--- src/rtl/irq_prio_pkg.sv ---
package irq_prio_pkg;

  localparam int unsigned REG_AW = 8;

  localparam logic [REG_AW-1:0] OFS_LEVEL  = 8'h00;
  localparam logic [REG_AW-1:0] OFS_PEND   = 8'h04;
  localparam logic [REG_AW-1:0] OFS_FALIAS = 8'h08;
  localparam logic [REG_AW-1:0] OFS_CLEAR  = 8'h0C;
  localparam logic [REG_AW-1:0] OFS_STAT   = 8'h10;
  localparam logic [REG_AW-1:0] OFS_BCAST  = 8'h14;
  localparam logic [REG_AW-1:0] OFS_MASK   = 8'h40;
  localparam logic [REG_AW-1:0] OFS_FSC    = 8'h80;

  // One-hot write selects decoded from the bus
  typedef struct packed {
    logic level;
    logic falias;
    logic clear;
    logic bcast;
    logic mask;
    logic frc_sc;
  } wr_sel_t;

  // Index of the most significant set bit, 0 when empty
  function automatic logic [4:0] top_index(input logic [31:0] v);
    logic [4:0] idx;
    idx = '0;
    for (int i = 0; i < 32; i++) begin
      if (v[i]) idx = 5'(i);
    end
    return idx;
  endfunction

  // Set-then-clear merge for the force register
  function automatic logic [31:0] force_merge(input logic [31:0] old_v,
                                              input logic [31:0] set_v,
                                              input logic [31:0] clr_v);
    return (old_v | set_v) & ~clr_v;
  endfunction

endpackage

--- src/rtl/irq_edge_det.sv ---
module irq_edge_det #(
  parameter int unsigned N = 16
) (
  input  logic         clk,
  input  logic         rst_n,
  input  logic [N-1:0] req_i,
  output logic [N-1:0] rise
);
  localparam logic [N-1:0] USE_MASK = {{(N-1){1'b1}}, 1'b0};

  logic [N-1:0] req_q;

  always_ff @(posedge clk or negedge rst_n) begin
    if (!rst_n) req_q <= '0;
    else        req_q <= req_i;
  end

  assign rise = req_i & ~req_q & USE_MASK;


  no_double_rise_chk: assert property (@(posedge clk) disable iff (!rst_n)
    (|rise) |=> ((rise & $past(rise)) == '0));

endmodule

--- src/rtl/irq_state_regs.sv ---
module irq_state_regs
  import irq_prio_pkg::*;
#(
  parameter int unsigned N      = 16,
  parameter int unsigned DATA_W = 32
) (
  input  logic              clk,
  input  logic              rst_n,
  input  wr_sel_t           sel,
  input  logic [DATA_W-1:0] wdata,
  input  logic [N-1:0]      rise,
  input  logic [N-1:0]      ack_vec,
  output logic [N-1:0]      level_q,
  output logic [N-1:0]      pend_q,
  output logic [N-1:0]      force_q,
  output logic [N-1:0]      bcast_q,
  output logic [N-1:0]      mask_q
);
  localparam int unsigned HALF = DATA_W / 2;
  localparam logic [N-1:0] USE_MASK = {{(N-1){1'b1}}, 1'b0};

  logic [N-1:0] wd_lo, wd_hi;
  logic [N-1:0] rise_pend, rise_frc;
  logic [N-1:0] pend_drop, pend_d, force_base, force_d;

  assign wd_lo     = wdata[N-1:0] & USE_MASK;
  assign wd_hi     = wdata[HALF +: N] & USE_MASK;
  assign rise_pend = rise & ~bcast_q;
  assign rise_frc  = rise & bcast_q;

  always_comb begin
    logic [31:0] merged;
    merged     = force_merge(32'(force_q), 32'(wd_lo), 32'(wd_hi));
    pend_drop  = (sel.clear ? wd_lo : '0) | ack_vec;
    pend_d     = (pend_q & ~pend_drop) | rise_pend;
    if (sel.falias)      force_base = wd_lo;
    else if (sel.frc_sc) force_base = merged[N-1:0];
    else                 force_base = force_q;
    force_d    = (force_base & ~ack_vec) | rise_frc;
  end

  always_ff @(posedge clk or negedge rst_n) begin
    if (!rst_n) begin
      level_q <= '0;
      pend_q  <= '0;
      force_q <= '0;
      bcast_q <= '0;
      mask_q  <= '0;
    end else begin
      pend_q  <= pend_d;
      force_q <= force_d;
      if (sel.level) level_q <= wd_lo;
      if (sel.bcast) bcast_q <= wd_lo;
      if (sel.mask)  mask_q  <= wd_lo;
    end
  end


  bit0_zero_chk: assert property (@(posedge clk) disable iff (!rst_n)
    !(level_q[0] | pend_q[0] | force_q[0] | bcast_q[0] | mask_q[0]));


  rise_lands_chk: assert property (@(posedge clk) disable iff (!rst_n)
    (|rise) |=> (((pend_q | force_q) & $past(rise)) == $past(rise)));


  ack_clears_chk: assert property (@(posedge clk) disable iff (!rst_n)
    (|ack_vec) |=> (((pend_q | force_q) & $past(ack_vec & ~rise)) == '0));

endmodule

--- src/rtl/irq_prio_resolve.sv ---
module irq_prio_resolve
  import irq_prio_pkg::*;
#(
  parameter int unsigned N    = 16,
  parameter int unsigned ID_W = 4
) (
  input  logic            clk,
  input  logic            rst_n,
  input  logic [N-1:0]    pend_q,
  input  logic [N-1:0]    force_q,
  input  logic [N-1:0]    mask_q,
  input  logic [N-1:0]    level_q,
  output logic [ID_W-1:0] irq_id
);
  logic [N-1:0] active, hi_set, lo_set, win_set;
  logic [4:0]   win_idx;

  assign active  = (pend_q | force_q) & mask_q;
  assign hi_set  = active & level_q;
  assign lo_set  = active & ~level_q;
  assign win_set = (|hi_set) ? hi_set : lo_set;
  assign win_idx = top_index(32'(win_set));
  assign irq_id  = win_idx[ID_W-1:0];


  idle_means_zero_chk: assert property (@(posedge clk) disable iff (!rst_n)
    ((irq_id != '0) == (|active)));


  level_wins_chk: assert property (@(posedge clk) disable iff (!rst_n)
    (|hi_set) |-> (level_q[irq_id] && active[irq_id]));

endmodule

--- src/rtl/irq_prio_ctrl.sv ---
module irq_prio_ctrl
  import irq_prio_pkg::*;
#(
  parameter int unsigned N      = 16,
  parameter int unsigned DATA_W = 32
) (
  input  logic               clk,
  input  logic               rst_n,
  input  logic [N-1:0]       req_i,
  input  logic               wr_en,
  input  logic               rd_en,
  input  logic [REG_AW-1:0]  addr,
  input  logic [DATA_W-1:0]  wdata,
  output logic [DATA_W-1:0]  rdata,
  input  logic               ack_valid,
  input  logic [$clog2(N)-1:0] ack_id,
  output logic [$clog2(N)-1:0] irq_id
);
  localparam int unsigned ID_W = $clog2(N);
  localparam logic [N-1:0] USE_MASK = {{(N-1){1'b1}}, 1'b0};

  wr_sel_t      sel;
  logic [N-1:0] rise, ack_vec;
  logic [N-1:0] level_q, pend_q, force_q, bcast_q, mask_q;

  always_comb begin
    sel        = '0;
    sel.level  = wr_en && (addr == OFS_LEVEL);
    sel.falias = wr_en && (addr == OFS_FALIAS);
    sel.clear  = wr_en && (addr == OFS_CLEAR);
    sel.bcast  = wr_en && (addr == OFS_BCAST);
    sel.mask   = wr_en && (addr == OFS_MASK);
    sel.frc_sc = wr_en && (addr == OFS_FSC);
  end

  assign ack_vec = ack_valid ? (({{(N-1){1'b0}}, 1'b1} << ack_id) & USE_MASK) : '0;

  irq_edge_det #(.N(N)) u_edge (
    .clk   (clk),
    .rst_n (rst_n),
    .req_i (req_i),
    .rise  (rise)
  );

  irq_state_regs #(.N(N), .DATA_W(DATA_W)) u_regs (
    .clk     (clk),
    .rst_n   (rst_n),
    .sel     (sel),
    .wdata   (wdata),
    .rise    (rise),
    .ack_vec (ack_vec),
    .level_q (level_q),
    .pend_q  (pend_q),
    .force_q (force_q),
    .bcast_q (bcast_q),
    .mask_q  (mask_q)
  );

  irq_prio_resolve #(.N(N), .ID_W(ID_W)) u_resolve (
    .clk     (clk),
    .rst_n   (rst_n),
    .pend_q  (pend_q),
    .force_q (force_q),
    .mask_q  (mask_q),
    .level_q (level_q),
    .irq_id  (irq_id)
  );

  always_comb begin
    rdata = '0;
    if (rd_en) begin
      case (addr)
        OFS_LEVEL:          rdata = DATA_W'(level_q);
        OFS_PEND:           rdata = DATA_W'(pend_q);
        OFS_FALIAS, OFS_FSC: rdata = DATA_W'(force_q);
        OFS_BCAST:          rdata = DATA_W'(bcast_q);
        OFS_MASK:           rdata = DATA_W'(mask_q);
        default:            rdata = '0;
      endcase
    end
  end


  pend_readonly_chk: assert property (@(posedge clk) disable iff (!rst_n)
    (wr_en && addr == OFS_PEND && rise == '0 && ack_vec == '0) |=> (pend_q == $past(pend_q)));


  clear_reads_zero_chk: assert property (@(posedge clk) disable iff (!rst_n)
    (rd_en && (addr == OFS_CLEAR || addr == OFS_STAT)) |-> (rdata == '0));

endmodule

--- config.mk ---
export PLATFORM = sky130hd
export DESIGN_NAME = irq_prio_ctrl
export DESIGN_NICKNAME = d
export VERILOG_FILES = /design/src/rtl/irq_prio_pkg.sv /design/src/rtl/irq_edge_det.sv /design/src/rtl/irq_state_regs.sv /design/src/rtl/irq_prio_resolve.sv /design/src/rtl/irq_prio_ctrl.sv
export SDC_FILE = /design/constraint.sdc
export NUM_CORES = 1
export LEC_CHECK = 0
export BUFFER_PORTS_ARGS = -buffer_cell sky130_fd_sc_hd__buf_2
export CAP_MARGIN = 40
export CORE_ASPECT_RATIO = 0.7
export CORE_MARGIN = 2
export CORE_UTILIZATION = 24
export DETAILED_ROUTE_END_ITERATION = 6
export PLACE_DENSITY = 0.43
export SLEW_MARGIN = 10
export SYNTH_ARGS = -nofsm -noshare
export SYNTH_HDL_FRONTEND = slang
export SYNTH_SLANG_ARGS = --single-unit
--- constraint.sdc ---
create_clock -name clk -period 2.88 [get_ports clk]
set_clock_uncertainty 0.15 [all_clocks]
set_input_delay 0 -clock clk [delete_from_list [all_inputs] [get_ports clk]]
set_output_delay 0 -clock clk [all_outputs]
set_load 0.03 [all_outputs]
==> impl_metrics.py, run 1 <==
metrics = {
    "outcome": {
        "status": "finished, violations left",
        "violations": "negative setup slack",
    },
    "setup_path": {
        "path_cells": "o211ai_1 -> nand4_1 -> nor4_4 -> buf_6 -> o221ai_2 -> a211o_1 -> nand4_1 -> a31o_2 -> buf_6",
        "r2r_cells": 4,
        "crit_family": "compound AO/OA/AOI/OAI gates",
        "rrSetupSlack_ns": 1.72,
        "cpMaxStageDelayCell": "nor4_4",
        "critPathCaptureType": "output pin",
        "required_ns": 2.73,
        "cp_num_buf_inv": 2,
        "path_max_fanout": 5,
        "critPathKind": "flip-flop to output pin",
        "slowest_delay_ns": 0.40,
        "r2r-end": "u_regs.force_q[3]$_DFF_PN0_",
        "cp-start-kind": "flip-flop",
        "r2r-start": "u_regs.force_q[3]$_DFF_PN0_",
        "cp.arrival_ns": 2.81,
    },
    "die": {
        "die-width_um": 176,
        "die-height_um": 125,
        "start_util_pct": 24.3,
        "io_pins": 101,
        "die-area_um2": 22000,
        "placementRows": 44,
        "core_um2": 20500,
    },
    "clock_tree": {
        "clk_pin_slew_worst_paths_ns": 0.06,
        "cts_tree": "yes",
        "cts-buffers-inserted": 9,
        "cts_sinks": 90,
        "cts-htree-levels": 3,
        "clk_latency_ns": 0.35,
        "cts_root_buffer": "clkbuf_16",
        "cts_max_path_buffers": 2,
    },
    "layout": {
        "drive_above_1_share_pct": 29.7,
        "diodes": 0,
        "area_delta_synth_final_pct": 33.1,
        "n_fill_cell": 2089,
        "num-nets-final": 698,
    },
    "timing": {
        "final.setup.worst_slack_ns": -0.0784,
        "setup_violations": 3,
        "period_needed_ns": 2.96,
        "relSlewSlack_pct": 40.6,
        "slew_violations": 0,
        "rsz0062_at_grt": "yes",
        "worst_pin_slew_ns": 0.885,
        "fin_crit_sh_pct": 103,
        "max_freq_mhz": 338,
        "final_hold_viol_count": 0,
    },
    "global_route": {
        "grt_antenna_before_repair": 0,
        "grt_pass1_wl_mm": 27.2,
        "track_usage_pct": 16.4,
        "grt_pass1_vias": 4563,
        "grt_remaining_overflow": 0,
        "grt_start_max_net_pins": 49,
    },
    "placed_design": {
        "io_buffers": 80,
        "place_congestion": 0.859,
        "dp_hpwl_mm": 12.2,
        "post-place-ws_ns": 0.235,
    },
    "routing": {
        "dr.pass1.iters": 6,
        "post_drt_via_cell_ratio": 4.91,
        "drt_iter0_markers": 496,
        "wire_per_inst_um": 19.5,
        "vias": 4480,
        "drc": 0,
        "ant_nets": 0,
        "wl_mm": 17.8,
    },
    "yosys": {
        "ys_warn_count": 0,
        "synthArstFlopShare_pct": 100,
        "yosys-top-cells-count": "dfrtp_1 (90), nand2_1 (76), a21oi_1 (30), mux2_2 (30), o21ai_0 (29)",
        "synth_cells": 492,
        "synth_top_area_share_pct": 45.2,
        "syn_avg_cell_area_um2": 10.1,
        "synthTopCellsByArea": "dfrtp_1 (45%), mux2_2 (6.8%), nand2_1 (5.7%)",
        "synth_edf_count": 0,
        "postSynthRegisterBits": 90,
        "yosysSeqAreaShare_pct": 45.2,
        "ys.flop_type": "dfrtp_1",
        "netlist_area_um2": 4990,
        "ys_types": 49,
        "synth_area_leader_cell": "dfrtp_1",
        "yosysMostFrequentCell": "dfrtp_1",
    },
    "worst_hold_path": {
        "hold_start": "ack_id[0]",
        "hold_path_depth": 5,
        "hold_end": "u_regs.pend_q[8]$_DFF_PN0_",
        "hold_class": "primary input to flip-flop",
    },
    "power_and_ir_drop": {
        "peakVddDrop_mv": 0.255,
        "fin_total_pwr_w": 0.00333,
        "leakagePower_nw": 2.87,
        "cellPowerDensity_nw_per_um2": 502,
    },
    "run": {
        "maxCapViolations": 0,
    },
}
-- tightest hold or removal path, stage by stage --
cell     delay (ns)
buf_2          0.10
nor3b_1        0.09
nand2_1        0.11
nand3_1        0.09
o21ai_1        0.08
-- sequential cells by signal, summed over array words and instances, names as in the netlist --
register        cells
u_edge.req_q       15
u_regs.bcast_q     15
u_regs.force_q     15
u_regs.level_q     15
u_regs.mask_q      15
u_regs.pend_q      15
-- cell usage in the layout, fill, tap and decap left out, types with 3 or more instances in the layout --
master	n
o22ai_1	4
buf_2	75
nand4_1	4
o22ai_2	10
nor4_4	3
mux2_1	15
o211ai_1	21
mux2_2	30
o221ai_2	8
dlygate4sd3_1	52
nor2_1	4
a21oi_1	30
dfrtp_1	90
a222oi_1	15
nand2b_1	20
clkbuf_8	4
nand3_1	19
buf_4	19
nand2_1	76
buf_6	4
clkbuf_16	9
and2_1	3
o211ai_2	9
inv_1	16
nor3_2	3
o21ai_0	27
conb_1	17
o21a_1	4
o221ai_1	6
o21ai_1	8
-- kinds of logic (layout without fill, tap and decap cells) --
kind of cell / count (synthesis) / in the layout / synth area share (%)
other cells: 1 / 17 / 0.0752
mux: 45 / 45 / 10.2
simple gates: 148 / 148 / 15.5
flops: 90 / 90 / 45.2
buf+inv: 54 / 183 / 6.10
compound gates: 153 / 153 / 22.9
xor+xnor: 1 / 1 / 0.176
-- worst max path at each step --
stage                                       from   endpoint  slack (ns)  depth (start not counted)
finish                u_regs.pend_q[3]$_DFF_PN0_  irq_id[1]       -0.08                          9
global route          u_regs.pend_q[3]$_DFF_PN0_  irq_id[1]       -0.15                          9
CTS                  u_regs.force_q[3]$_DFF_PN0_  irq_id[1]       0.005                          9
detailed placement  u_regs.force_q[10]$_DFF_PN0_  irq_id[1]        0.24                          9
global placement     u_regs.pend_q[10]$_DFF_PN0_  irq_id[1]        0.34                          9
floorplan            u_regs.pend_q[10]$_DFF_PN0_  irq_id[0]        0.47                          8
-- metal layers --
| metal | routed length (um) | vias up | track usage [%] | part of all wire, % |
|---|---|---|---|---|
| li1 | - | 2087 | - | - |
| met1 | 8890 | 2228 | 24.3 | 50 |
| met2 | 7750 | 150 | 24.3 | 44 |
| met3 | 1030 | 15 | 3.51 | 5.8 |
| met4 | 138 | 0 | 3.55 | 0.78 |
| met5 | 0 | - | 0 | 0 |
-- timing repair --
item	4_1_cts	5_1_grt
gates cloned	1	0
setup buffers	6	1
hold buffers	52	0
pin swaps	8	1
endpoints found under the hold margin	137	0
endpoints found under the setup margin	4	4
gates resized for setup	18	5
-- cell type report --
type                    instances  area (um2)  share of cell area, %
clock inverters                 2        10.0                  0.151
repair buffers                152        1120                   16.9
clock buffers                  13         280                   4.22
inverters                      16        60.1                  0.905
multi-input cells             364        2570                   38.7
well taps                     276         345                   5.20
flip-flops and latches         90        2250                   33.9
-- per-stage QoR --
stage / util [%] / instance area [um2] / TNS [ns] / instances / hold WS (ns)
global route: 32.3 / 6640 / -0.454 / 913 / 0.0468
global placement: 27.7 / 5680 / 0 / 839 / -0.0819
CTS: 32.2 / 6620 / 0 / 912 / 0.00709
finish: 32.3 / 6640 / -0.208 / 913 / 0.00185
detailed placement: 27.7 / 5680 / 0 / 839 / -0.0679
floorplan: - / 5050 / 0 / 508 / -0.446
-- report_power, final --
group / switching, W / total (W) / internal, W
Clock: 0.000511 / 0.00118 / 0.000673
Combinational: 0.000324 / 0.000602 / 0.000278
Sequential: 0.000148 / 0.00155 / 0.00140
Total: 0.000984 / 0.00333 / 0.00235
No activity file was read; power rests on OpenSTA's default activity.
==> inputs of run 2 (changes only) <==
CORE_UTILIZATION = 55   (was 24)
PLACE_DENSITY = 0.82   (was 0.43)
==> run 2 against run 1 <==
Effect of this change:
- the flow still finishes with violations (negative setup slack)
- sequential share of layout area is 0.72 points higher
- clock power hardly changed
- register-to-register slack worse by 0.33 ns
- critical path depth is 1 higher
- die area is 55% lower
- flip-flop and latch count stayed put
- global-route usage is 15 points higher
- sequential power hardly changed
- count of clock-buffer cells in the layout is 1 higher
- combinational power is 0.8% lower
- critical endpoint is now irq_id[0]
==> impl_metrics.py, run 2 (synthesized netlist as in run 1, its figures left out) <==
metrics = {
    "outcome": {
        "status": "finished, violations left",
        "violations": "negative setup slack",
    },
    "layout": {
        "layoutNonFillerInstCount": 765,
        "final_cell_mix": "dfrtp_1 (90), nand2_1 (76), buf_2 (75)",
        "fin_util_pct": 72.8,
        "layout_commonest_cell": "dfrtp_1",
        "drive_above_1_share_pct": 30.6,
        "final_area_um2": 6500,
        "diodes": 0,
        "num-nets-final": 702,
        "area_delta_synth_final_pct": 30.3,
    },
    "clock_tree": {
        "cts_max_path_buffers": 2,
        "cts_root_buffer": "clkbuf_16",
        "clk_pin_slew_worst_paths_ns": 0.06,
        "cts-buffers-inserted": 9,
        "cts_sinks": 90,
        "cts-htree-levels": 3,
        "cts_tree": "yes",
        "clk_latency_ns": 0.34,
    },
    "timing": {
        "final_hold_viol_count": 0,
        "final.setup.worst_slack_ns": -0.0192,
        "relSlewSlack_pct": 49.0,
        "fin_crit_sh_pct": 101,
        "max_freq_mhz": 345,
        "rsz0062_at_grt": "yes",
        "setup_violations": 3,
        "period_needed_ns": 2.90,
        "worst_pin_slew_ns": 0.764,
        "slew_violations": 0,
    },
    "setup_path": {
        "cp.arrival_ns": 2.75,
        "critPathKind": "flip-flop to output pin",
        "path_cells": "o211ai_1 -> o211ai_1 -> nor4_4 -> buf_6 -> buf_4 -> o221ai_2 -> o211a_1 -> o221ai_1 -> o211ai_1 -> buf_4",
        "required_ns": 2.73,
        "cp_num_buf_inv": 3,
        "crit_cells": 10,
        "cp_common_cell": "o211ai_1",
        "cpMaxStageDelayCell": "dfrtp_1",
        "critPathCaptureType": "output pin",
        "slowest_delay_ns": 0.42,
        "r2r_cells": 3,
        "path_max_fanout": 5,
        "cp-start-kind": "flip-flop",
        "crit_family": "compound AO/OA/AOI/OAI gates",
    },
    "global_route": {
        "gr-usage-met2_pct": 50.3,
        "met1_usage_pct": 40.3,
        "top_usage_layer": "met2",
        "track_usage_pct": 30.9,
        "grt_use_met3_pct": 8.88,
        "grt_antenna_before_repair": 0,
        "grt_pass1_vias": 4581,
        "grt_remaining_overflow": 0,
        "grt_pass1_wl_mm": 23.7,
        "grt_start_max_net_pins": 58,
    },
    "worst_hold_path": {
        "hold_path_depth": 5,
        "hold_class": "primary input to flip-flop",
    },
    "routing": {
        "post_drt_via_cell_ratio": 6.17,
        "dr.pass1.iters": 5,
        "drc": 0,
        "drt_iter0_markers": 535,
        "ant_nets": 0,
        "vias": 4722,
        "wl_mm": 15.4,
        "wire_per_inst_um": 20.1,
    },
    "die": {
        "die-width_um": 118,
        "io_pins": 101,
        "die-height_um": 83.7,
        "start_util_pct": 55.9,
        "die-area_um2": 9860,
        "placementRows": 29,
        "core_um2": 8930,
    },
    "power_and_ir_drop": {
        "leakagePower_nw": 2.88,
        "cellPowerDensity_nw_per_um2": 509,
        "fin_total_pwr_w": 0.00331,
        "peakVddDrop_mv": 0.451,
    },
    "placed_design": {
        "dpl-instance-area_um2": 5470,
        "place_congestion": 0.944,
        "dp_hpwl_mm": 9.70,
        "io_buffers": 80,
        "dpl.cell_count": 688,
        "post-place-ws_ns": 0.356,
    },
    "run": {
        "maxCapViolations": 0,
    },
}
[run 2: cell types whose count changed in the layout (fill, tap and decap cells not counted), sizes merged]
cell,previous run,this run
buf,100,104
clkinv,2,0
clkinvlp,0,1
clkbuf,13,14
[run 2: through the flow]
stage | setup TNS [ns] | hold WS (ns)
2_1_floorplan | 0 | -0.446
3_3_place_gp | 0 | -0.0451
3_5_place_dp | 0 | -0.0347
4_1_cts | 0 | 0.0187
5_1_grt | -0.287 | 0.0627
6_report | -0.0401 | 0.0481
[run 2: routing by layer]
metal  routed length (um)  part of all wire [%]  up-vias
met5                    0                     0        -
met4                  365                   2.4        0
met3                 1610                    10       40
met2                 7160                    47      322
met1                 6230                    41     2273
li1                     -                     -     2087
[run 2: repair_timing]
action	4_1_cts	5_1_grt
pin swaps	3	15
resized for setup	1	36
cloned	1	0
hold buffers	52	0
setup endpoints to repair	1	5
buffers inserted	3	7
hold endpoints to repair	145	0
[run 2: area by class of cell]
| class | count | area, um2 |
|---|---|---|
| Multi-Input combinational cell | 364 | 2600 |
| Fill cell | 654 | 2430 |
| Clock buffer | 14 | 284 |
| Inverter | 16 | 60.1 |
| Sequential cell | 90 | 2250 |
| Clock inverter | 1 | 7.51 |
| Tap cell | 124 | 155 |
| Timing Repair Buffer | 156 | 1140 |
[run 2: worst min-delay path, delay by kind of cell]
kind	cells	cell delay, ns
AND/OR/NAND/NOR	3	0.33
AO/OA/AOI/OAI	1	0.07
buffers and inverters	1	0.10
[run 2: path summary, 6_finish.rpt]
check | startpoint | end | slack, ns
setup / recovery | u_regs.pend_q[13]$_DFF_PN0_ | irq_id[0] | -0.02
hold / removal | ack_id[0] | u_regs.pend_q[4]$_DFF_PN0_ | 0.05
setup reg to reg | u_regs.force_q[11]$_DFF_PN0_ | u_regs.force_q[11]$_DFF_PN0_ | 1.39
hold reg to reg | u_regs.bcast_q[8]$_DFFE_PN0P_ | u_regs.pend_q[8]$_DFF_PN0_ | 0.34
max in group asynchronous | rst_n | u_regs.level_q[10]$_DFFE_PN0P_ | 1.68
min in group asynchronous | rst_n | u_regs.bcast_q[2]$_DFFE_PN0P_ | 0.12
[run 2: power breakdown]
group	switching, W	internal, W	total (W)
clock network	0.000471	0.000675	0.00115
registers	0.000165	0.00140	0.00157
logic	0.000319	0.000278	0.000597
total	0.000955	0.00235	0.00331
==> inputs of run 3 (changes only) <==
CAP_MARGIN = default   (was 40)
HOLD_SLACK_MARGIN = 0.03   (was default)
RECOVER_POWER = 100   (was default)
==> run 3 against run 2 <==
Effect of this change:
- the run ends with design-rule violations, negative setup slack left
- global-route usage grew 0.19 points
- design area is 0.75% lower
- maximum frequency decreased by 0.15%
- sequential share of layout area rose by 0.26 points
- via count up 0.30%
- core utilization fell by 0.55 points
- hold slack better by 0.068 ns
- non-clock buffer count increased by 3
- critical path type unchanged
- largest power group unchanged
==> impl_metrics.py, run 3 (synthesized netlist as in run 1, its figures left out) <==
metrics = {
    "layout": {
        "drive_above_1_share_pct": 26.7,
        "num-nets-final": 705,
        "diodes": 0,
        "final_cell_mix": "dfrtp_1 (90), nand2_1 (78), buf_2 (62)",
        "final_area_um2": 6450,
        "layout_commonest_cell": "dfrtp_1",
        "layoutNonFillerInstCount": 768,
        "area_delta_synth_final_pct": 29.4,
        "multi_input_area_um2": 2570,
        "n_fill_cell": 662,
        "ff_latch_area_um2": 2250,
    },
    "outcome": {
        "status": "finished, violations left",
        "violations": "design-rule violations, negative setup slack",
    },
    "timing": {
        "max_freq_mhz": 344,
        "fin_crit_sh_pct": 101,
        "final.setup.worst_slack_ns": -0.0234,
        "slew_violations": 0,
        "rsz0062_at_grt": "yes",
        "setup_violations": 2,
        "final_hold_viol_count": 0,
        "period_needed_ns": 2.90,
        "relSlewSlack_pct": 1.79,
        "worst_pin_slew_ns": 1.47,
    },
    "clock_tree": {
        "cts_tree": "yes",
        "cts_root_buffer": "clkbuf_16",
        "clk_pin_slew_worst_paths_ns": 0.06,
        "cts-buffers-inserted": 9,
        "cts-htree-levels": 3,
        "cts_max_path_buffers": 2,
        "cts_sinks": 90,
        "clk_latency_ns": 0.34,
    },
    "placed_design": {
        "dpl-instance-area_um2": 5470,
        "io_buffers": 80,
        "place_congestion": 0.944,
        "dp_hpwl_mm": 9.70,
        "post-place-ws_ns": 0.356,
        "dpl.cell_count": 688,
    },
    "global_route": {
        "grt_start_max_net_pins": 58,
        "track_usage_pct": 31.1,
        "grt_antenna_before_repair": 0,
        "grt_pass1_wl_mm": 23.8,
        "grt_pass1_vias": 4597,
        "grt_remaining_overflow": 0,
    },
    "routing": {
        "drt_iter0_markers": 502,
        "dr.pass1.iters": 7,
        "wl_mm": 15.4,
        "ant_nets": 0,
        "post_drt_via_cell_ratio": 6.17,
        "drc": 2,
        "wire_per_inst_um": 20.0,
        "vias": 4736,
    },
    "run": {
        "maxCapViolations": 0,
    },
    "power_and_ir_drop": {
        "cellPowerDensity_nw_per_um2": 512,
        "power.clock.fraction_pct": 34.7,
        "leakagePower_nw": 2.83,
        "swShare_pct": 28.8,
        "internal-power_w": 0.00235,
        "peakVddDrop_mv": 0.450,
        "fin_total_pwr_w": 0.00330,
        "power_frac_comb_pct": 17.9,
        "p_seq_share_pct": 47.4,
        "p_sw_w": 0.000952,
    },
    "setup_path": {
        "cp.arrival_ns": 2.75,
        "cp-start-kind": "flip-flop",
        "required_ns": 2.73,
        "critPathCaptureType": "output pin",
        "r2r_cells": 3,
        "path_max_fanout": 5,
        "critPathKind": "flip-flop to output pin",
    },
    "worst_hold_path": {
        "hold_class": "primary input to flip-flop",
        "hold_path_depth": 6,
    },
    "die": {
        "core_um2": 8930,
        "die-width_um": 118,
        "start_util_pct": 55.9,
        "die-area_um2": 9860,
        "io_pins": 101,
        "placementRows": 29,
        "die-height_um": 83.7,
    },
}
## run 3: changes by cell type in the layout (fill, tap and decap cells not counted), sizes merged
cell / change
buf: -21
clkbuf: +21
dlygate4sd3: +3
## run 3: layout make-up
class | instances | share of cell area, %
multi-input cells | 364 | 39.8
clock buffers | 14 | 4.40
inverters | 16 | 0.931
well taps | 124 | 2.40
clock inverters | 1 | 0.116
flip-flops and latches | 90 | 34.9
repair buffers | 159 | 17.5
## run 3: per-stage QoR
step / TNS (ns) / hold WS (ns) / utilization, %
floorplan: 0 / -0.446 / -
global placement: 0 / -0.0451 / 61.3
detailed placement: 0 / -0.0347 / 61.3
CTS: 0 / 0.0827 / 71.0
global route: -0.296 / 0.150 / 72.3
finish: -0.0419 / 0.116 / 72.3
## run 3: worst max-delay path: stages, from the launching register on
cell,delay (ns)
dfrtp_1,0.42
o211ai_1,0.28
o211ai_1,0.24
nor4_4,0.41
buf_6,0.19
buf_4,0.14
o221ai_2,0.12
o211a_1,0.16
o221ai_1,0.07
o211ai_1,0.16
buf_4,0.21
## run 3: layer usage
metal | part of all wire, % | up-vias | track usage (%)
met1 | 41 | 2288 | 40.4
li1 | - | 2104 | -
met5 | 0 | - | 0
met3 | 9.8 | 41 | 9.29
met4 | 2.1 | 0 | 9.53
met2 | 47 | 303 | 50.6
## run 3: power by group through the flow
stage | combinational, W | sequential [W] | clock, W
after floorplan | 0.000337 | 0.00151 | 0
after global placement | 0.000467 | 0.00154 | 0
after detailed placement | 0.000486 | 0.00156 | 0
after CTS | 0.000551 | 0.00154 | 0.00116
after global routing | 0.000642 | 0.00158 | 0.00121
final | 0.000593 | 0.00156 | 0.00115
## run 3: path summary, 6_finish.rpt
path	slack [ns]	endpoint	start
worst max register to register	1.39	u_regs.force_q[11]$_DFF_PN0_	u_regs.force_q[11]$_DFF_PN0_
worst min register to register	0.34	u_regs.pend_q[8]$_DFF_PN0_	u_regs.bcast_q[8]$_DFFE_PN0P_
worst max-delay path	-0.02	irq_id[0]	u_regs.pend_q[13]$_DFF_PN0_
max in group asynchronous	0.77	u_regs.bcast_q[6]$_DFFE_PN0P_	rst_n
min in group asynchronous	0.40	u_regs.bcast_q[2]$_DFFE_PN0P_	rst_n
worst min-delay path	0.12	u_regs.pend_q[1]$_DFF_PN0_	ack_valid
## run 3: repair_timing
item,in CTS,in global routing
setup buffers,3,7
gates cloned,1,0
hold buffers,55,0
pin swaps,3,15
resized for setup,1,36
setup endpoints to repair,1,5
hold endpoints to repair,145,0
